[src/rtl/pwm_mm_pkg.sv]
package pwm_mm_pkg;

   typedef enum logic [1:0] {
      PM_FREE      = 2'd0,
      PM_PHASE     = 2'd1,
      PM_CTR_TRAIL = 2'd2,
      PM_CTR_LEAD  = 2'd3
   } pm_mode_e;

   localparam int unsigned PM_NFIELD = 4;
   localparam int unsigned PM_F_PER  = 0;
   localparam int unsigned PM_F_DUTY = 1;
   localparam int unsigned PM_F_PH   = 2;
   localparam int unsigned PM_F_DEAD = 3;

endpackage

[src/rtl/pwm_mm_regs.sv]
module pwm_mm_regs
   import pwm_mm_pkg::*;
#(
   parameter int unsigned W = 16
) (
   input  logic                 clk,
   input  logic                 rst_n,
   input  logic                 enable,
   input  logic                 cfg_wr,
   input  logic                 load,
   input  logic [1:0]           mode_sel,
   input  logic                 active_high,
   input  logic [PM_NFIELD-1:0][W-1:0] fld_in,
   output logic [PM_NFIELD-1:0][W-1:0] fld_act,
   output pm_mode_e             mode_q,
   output logic                 pol_q
);

   logic [PM_NFIELD-1:0][W-1:0] fld_shd;

   // Each field has a shadow copy written by software and a working copy
   // that only moves on a load event.
   for (genvar gi = 0; gi < PM_NFIELD; gi++) begin : g_field
      always_ff @(posedge clk or negedge rst_n) begin
         if (!rst_n) begin
            fld_shd[gi] <= '0;
            fld_act[gi] <= '0;
         end else begin
            if (cfg_wr) fld_shd[gi] <= fld_in[gi];
            if (load)   fld_act[gi] <= fld_shd[gi];
         end
      end
   end

   always_ff @(posedge clk or negedge rst_n) begin
      if (!rst_n) begin
         mode_q <= PM_FREE;
         pol_q  <= 1'b1;
      end else if (!enable) begin
         mode_q <= pm_mode_e'(mode_sel);
         pol_q  <= active_high;
      end
   end

endmodule

[src/rtl/pwm_mm_timebase.sv]
module pwm_mm_timebase
   import pwm_mm_pkg::*;
#(
   parameter int unsigned W = 16
) (
   input  logic         clk,
   input  logic         rst_n,
   input  logic         enable,
   input  logic         tick,
   input  logic         run,
   input  logic         force_match,
   input  pm_mode_e     mode_q,
   input  logic [W-1:0] per_a,
   input  logic [W-1:0] tb_count,
   input  logic         tb_down,
   output logic [W-1:0] cnt,
   output logic [W-1:0] tb_q,
   output logic         dn_q,
   output logic         en_q,
   output logic         load,
   output logic         bnd_q
);

   localparam logic [W:0] ONE_X = {{W{1'b0}}, 1'b1};

   logic wrap_evt;
   logic last_cnt;

   assign last_cnt = ({1'b0, cnt} + ONE_X) >= {1'b0, per_a};

   always_comb begin
      wrap_evt = 1'b0;
      if (enable && tick) begin
         unique case (mode_q)
            PM_FREE:  wrap_evt = run && last_cnt;
            PM_PHASE: wrap_evt = (tb_count == '0);
            default:  wrap_evt = (tb_count == W'(1)) && !tb_down;
         endcase
      end
   end

   assign load = !enable || force_match || wrap_evt;

   always_ff @(posedge clk or negedge rst_n) begin
      if (!rst_n) begin
         cnt   <= '0;
         tb_q  <= '0;
         dn_q  <= 1'b0;
         en_q  <= 1'b0;
         bnd_q <= 1'b0;
      end else begin
         en_q  <= enable;
         bnd_q <= enable && (force_match || wrap_evt);
         if (!enable) begin
            cnt  <= '0;
            tb_q <= '0;
            dn_q <= 1'b0;
         end else begin
            if (mode_q == PM_FREE) begin
               if (force_match)      cnt <= '0;
               else if (tick && run) cnt <= last_cnt ? '0 : cnt + W'(1);
            end
            if (tick) begin
               tb_q <= tb_count;
               dn_q <= tb_down;
            end
         end
      end
   end

endmodule

[src/rtl/pwm_mm_shaper.sv]
module pwm_mm_shaper
   import pwm_mm_pkg::*;
#(
   parameter int unsigned W         = 16,
   parameter bit          CENTER_EN = 1'b1
) (
   input  logic         en_q,
   input  logic         pol_q,
   input  pm_mode_e     mode_q,
   input  logic [W-1:0] cnt,
   input  logic [W-1:0] tb_q,
   input  logic         dn_q,
   input  logic [W-1:0] per_a,
   input  logic [W-1:0] duty_a,
   input  logic [W-1:0] phase_a,
   input  logic [W-1:0] dead_a,
   output logic         pwm_out
);

   localparam int unsigned WX = W + 1;

   logic          free_on;
   logic          phase_on;
   logic          ctr_on;
   logic [WX-1:0] ph_end;
   logic          raw;

   assign free_on  = cnt < duty_a;
   assign ph_end   = {1'b0, phase_a} + {1'b0, duty_a};
   assign phase_on = (tb_q >= phase_a) && ({1'b0, tb_q} < ph_end);

   if (CENTER_EN) begin : g_center
      logic [W-1:0]  half;
      logic [WX-1:0] pos;
      logic [WX-1:0] up_thr;
      logic [WX-1:0] dn_thr;
      assign half   = duty_a >> 1;
      assign pos    = {1'b0, tb_q} + {1'b0, half};
      assign up_thr = {1'b0, per_a} + ((mode_q == PM_CTR_LEAD)  ? {1'b0, dead_a} : '0);
      assign dn_thr = {1'b0, per_a} + ((mode_q == PM_CTR_TRAIL) ? {1'b0, dead_a} : '0);
      assign ctr_on = dn_q ? (pos >= dn_thr) : (pos > up_thr);
   end else begin : g_no_center
      assign ctr_on = 1'b0;
   end

   always_comb begin
      unique case (mode_q)
         PM_FREE:  raw = free_on;
         PM_PHASE: raw = phase_on;
         default:  raw = ctr_on;
      endcase
   end

   assign pwm_out = pol_q ~^ (en_q && raw);

endmodule

[src/rtl/pwm_mm_channel.sv]
module pwm_mm_channel
   import pwm_mm_pkg::*;
#(
   parameter int unsigned W         = 16,
   parameter bit          CENTER_EN = 1'b1
) (
   input  logic         clk,
   input  logic         rst_n,
   input  logic         enable,
   input  logic         tick,
   input  logic         dbg_halt,
   input  logic         freeze_en,
   input  logic [1:0]   mode_sel,
   input  logic         active_high,
   input  logic         cfg_wr,
   input  logic [W-1:0] period_in,
   input  logic [W-1:0] duty_in,
   input  logic [W-1:0] phase_in,
   input  logic [W-1:0] dead_in,
   input  logic [W-1:0] tb_count,
   input  logic         tb_down,
   input  logic         force_match,
   output logic         pwm_out,
   output logic         boundary
);

   if (W < 2 || W > 32) begin : g_bad_width
      $error("pwm_mm_channel: W must lie in 2..32");
   end

   logic [PM_NFIELD-1:0][W-1:0] fld_in;
   logic [PM_NFIELD-1:0][W-1:0] fld_act;
   logic [W-1:0] per_a, duty_a, phase_a, dead_a;
   logic [W-1:0] cnt, tb_q;
   logic         dn_q, en_q, load, pol_q, run;
   pm_mode_e     mode_q;

   assign fld_in[PM_F_PER]  = period_in;
   assign fld_in[PM_F_DUTY] = duty_in;
   assign fld_in[PM_F_PH]   = phase_in;
   assign fld_in[PM_F_DEAD] = dead_in;

   assign per_a   = fld_act[PM_F_PER];
   assign duty_a  = fld_act[PM_F_DUTY];
   assign phase_a = fld_act[PM_F_PH];
   assign dead_a  = fld_act[PM_F_DEAD];

   assign run = !(freeze_en && dbg_halt);

   pwm_mm_regs #(.W(W)) u_regs (
      .clk(clk), .rst_n(rst_n), .enable(enable), .cfg_wr(cfg_wr),
      .load(load), .mode_sel(mode_sel), .active_high(active_high),
      .fld_in(fld_in), .fld_act(fld_act), .mode_q(mode_q), .pol_q(pol_q)
   );

   pwm_mm_timebase #(.W(W)) u_tb (
      .clk(clk), .rst_n(rst_n), .enable(enable), .tick(tick), .run(run),
      .force_match(force_match), .mode_q(mode_q), .per_a(per_a),
      .tb_count(tb_count), .tb_down(tb_down), .cnt(cnt), .tb_q(tb_q),
      .dn_q(dn_q), .en_q(en_q), .load(load), .bnd_q(boundary)
   );

   pwm_mm_shaper #(.W(W), .CENTER_EN(CENTER_EN)) u_shape (
      .en_q(en_q), .pol_q(pol_q), .mode_q(mode_q), .cnt(cnt), .tb_q(tb_q),
      .dn_q(dn_q), .per_a(per_a), .duty_a(duty_a), .phase_a(phase_a),
      .dead_a(dead_a), .pwm_out(pwm_out)
   );

endmodule

[config.mk]
export PLATFORM = sky130hd
export DESIGN_NAME = pwm_mm_channel
export DESIGN_NICKNAME = d
export VERILOG_FILES = /design/src/rtl/pwm_mm_pkg.sv /design/src/rtl/pwm_mm_regs.sv /design/src/rtl/pwm_mm_timebase.sv /design/src/rtl/pwm_mm_shaper.sv /design/src/rtl/pwm_mm_channel.sv
export SDC_FILE = /design/constraint.sdc
export NUM_CORES = 1
export LEC_CHECK = 0
export CAP_MARGIN = 15
export CORE_ASPECT_RATIO = 1.5
export CORE_MARGIN = 3
export CORE_UTILIZATION = 54
export DETAILED_ROUTE_END_ITERATION = 12
export PLACE_DENSITY = 0.82
export SLEW_MARGIN = 20
export SYNTH_ARGS = -nofsm -noshare
export SYNTH_HDL_FRONTEND = slang
export SYNTH_SLANG_ARGS = --single-unit
[constraint.sdc]
create_clock -name clk -period 5.8 [get_ports clk]
set_clock_uncertainty 0.15 [all_clocks]
set_input_delay 1.45 -clock clk [delete_from_list [all_inputs] [get_ports clk]]
set_output_delay 1.45 -clock clk [all_outputs]
set_load 0.005 [all_outputs]
==> results.yml <==
status:
  outcome: "finished with violations"
  violations: "negative setup slack"
cts:
  htreeDepth: 4
  clk_latency_ps: 460
  clk_pin_slew_worst_paths_ps: 60
  cts.sinks: 166
  cts_tree: "done"
  clockRootBuffer: "clkbuf_16"
  cts_buffers: 17
  cts_hold_buf: 0
  cts_max_path_buffers: 2
synth:
  synth.top_cell.area_share_pct: 35.1
  synth_seq_cells: 166
  synth.area.top_cells: "dfrtp_1, ha_1, mux2_2"
  synth-main-ff-cell: "dfrtp_1"
  async_flop_share_pct: 100
  ys_warn_count: 0
  yosysSeqAreaShare_pct: 35.3
  synth_cell_types: 62
  yosysTopAreaCell: "dfrtp_1"
  synth_edf_count: 0
  avgSynthCellArea_um2: 10.3
  syn_nets: 1395
  postSynthCellCount: 1139
  syn_area_mm2: 0.0118
routing:
  drt-initial-drc-count: 530
  post-route-drc-count: 0
  avgViaCountPerCell: 5.86
  dr.pass1.iters: 5
  ant_nets: 0
  wl_per_cell_um: 18.8
  via_count: 9633
  drt_wl_total_mm: 30.9
cells_and_area:
  layout_common_cells: "dfrtp_1, ha_1, buf_4, mux2_2, clkdlybuf4s50_1"
  multi_input_area_mm2: 0.00726
  n_antenna_cell: 0
  fillers: 1572
  mostFrequentLayoutCell: "dfrtp_1"
  layout-drive-gt1-share_pct: 23.8
  register_area_mm2: 0.00416
  finalInstanceArea_mm2: 0.0146
  syn_to_final_growth_pct: 24.2
  final_core_util_pct: 68.9
  nNetsFinal: 1619
place:
  gp_congestion: 0.959
  placed_area_mm2: 0.0139
  portBuffers: 93
  dp.final_hpwl_mm: 23.6
worst_setup_path:
  crit_family: "compound AO/OA/AOI/OAI gates"
  end_kind: "output port"
  cp_num_buf_inv: 2
  cp_slowest_cell: "a2111oi_4"
  required_ps: 4200
  slowest_delay_ps: 420
  path_max_fanout: 3
  crit_type: "reg -> out"
  critPathArrivalTime_ps: 4770
  start_kind: "register"
  crit_path_cell_trace: "nor2b_2, and2_1, ha_2, fa_2, a21oi_2, o21ai_2, a2111oi_4, o31ai_2, o41a_1, a311o_1, a21o_1, a21oi_2, ha_1, nand3b_1, o21ai_1, nor4_1, o2111ai_1, nor4_1, buf_4, xnor2_1, buf_2"
sta:
  setup_violations: 1
  relSlewSlack_pct: 41.4
  report.final.slew_viol_count: 0
  worstMarginPinSlew_ps: 879
  rsz0062_at_grt: "yes"
  fin_hold_ws_ps: 342
  final.period_utilization_pct: 110
  setup_ws_ps: -573
  fmax_mhz: 157
  fin_crit_ps: 6370
  hold_violations: 0
floorplanning:
  ios: 94
  fp.dieH_um: 187
  rows: 65
  fp.coreArea_mm2: 0.0212
  die_w_um: 127
  die-area_mm2: 0.0237
  initial_core_util_pct: 55.5
global_route:
  antenna_found_initial: 0
  grt_usage_pct: 26.4
  grt_pass1_vias: 10100
  grtUsageMet2_pct: 46.6
  grt_overflow: 0
  grt_pass1_wl_mm: 49.7
  grt_use_met3_pct: 4.00
  grt_max_degree: 167
  met1_usage_pct: 28.4
  top_usage_layer: "met2"
power:
  comb_power_share_pct: 39.2
  cellLeakagePower_nw: 7.19
  pwr-share-seq_pct: 32.9
  power.total_mw: 4.20
  power.internal_mw: 2.79
  clkPwrFrac_pct: 27.9
  power.density_mw_per_mm2: 287
  power.switching_mw: 1.41
  peakVddDrop_mv: 0.228
  p_sw_share_pct: 33.6
hold_path:
  hp-class: "reg -> reg"
flow_run:
  max_cap_violations: 0
cell usage after synthesis (all sizes together), types with 4 or more instances:
cell	instances
a21oi	61
or2	9
mux2i	17
o21ai	35
and4	5
nand3	33
a31oi	13
xor2	32
dfrtp	165
nand2	73
o31ai	7
nor2b	28
fa	4
o311ai	5
xnor2	34
nor3	22
a211oi	6
nand4	11
and3	27
a211o	5
o2111ai	4
clkbuf	22
or3	5
inv	72
nand2b	9
o21a	7
buf	8
a21o	21
mux2	131
and2	19
nor2	28
ha	160
o211ai	21
nor4	8
power by group through the flow:
stage / Sequential [mW] / Combinational [mW] / Clock [mW]
2_1_floorplan: 1.36 / 0.987 / 0
3_3_place_gp: 1.40 / 1.54 / 0
3_5_place_dp: 1.40 / 1.59 / 0
4_1_cts: 1.38 / 1.63 / 1.19
5_1_grt: 1.40 / 1.82 / 1.23
6_report: 1.38 / 1.65 / 1.17
layer usage:
metal  vias to the layer above  share of wire (%)
met3                       135                3.9
li1                       4594                  -
met4                         0                7.4
met1                      4618                 38
met2                       286                 51
met5                         -                  0
stage by stage:
| stage | instances | worst slack (ps) | setup TNS [ps] |
|---|---|---|---|
| CTS | 1642 | -538 | -538 |
| global route | 1644 | -797 | -797 |
| finish | 1644 | -573 | -573 |
| detailed placement | 1608 | -635 | -635 |
| floorplan | 1139 | 87.7 | 0 |
| global placement | 1608 | -555 | -555 |
cells by family after synthesis:
group	count (synthesis)	synth area share, %
DFF	166	35.3
adders and majority gates	164	17.7
AOI/OAI and AO/OA	210	11.9
and+or+nand+nor	283	12.7
xor gates and xnor gates	66	4.91
buffers and inverters	102	3.64
muxes	148	14.0
registers in the layout (all words and copies together) (netlist names):
signal          flops
u_tb.cnt           16
u_regs.fld_act     64
u_tb.bnd_q          1
u_tb.dn_q           1
u_regs.pol_q        1
u_regs.fld_shd     64
u_tb.tb_q          16
u_tb.en_q           1
u_regs.mode_q       2
path summary, 6_finish.rpt:
check | start | to | slack (ps) | cells past startpoint
max | u_regs.mode_q[1] | pwm_out | -570 | 21
min | u_regs.fld_shd[52] | u_regs.fld_act[52] | 340 | 1
max reg2reg | u_tb.cnt[0] | u_regs.fld_act[34] | 1540 | 14
min reg2reg | u_regs.fld_shd[52] | u_regs.fld_act[52] | 340 | 1
max in group asynchronous | rst_n | u_regs.fld_act[28] | 3880 | 2
min in group asynchronous | rst_n | u_regs.fld_shd[3] | 1000 | 2
repair_timing:
action	in CTS	in global routing
resized for setup	15	8
pin swaps	5	4
setup endpoints to repair	1	1
buffers inserted	2	2
area by class of cell:
type                    count  area share (%)
clock inverters            11           0.830
well taps                 268            2.29
flip-flops and latches    166            28.4
multi-input cells         871            49.6
repair buffers            235            13.7
clock buffers              21            3.29
inverters                  72            1.85
(Power assumes the default switching activity.)
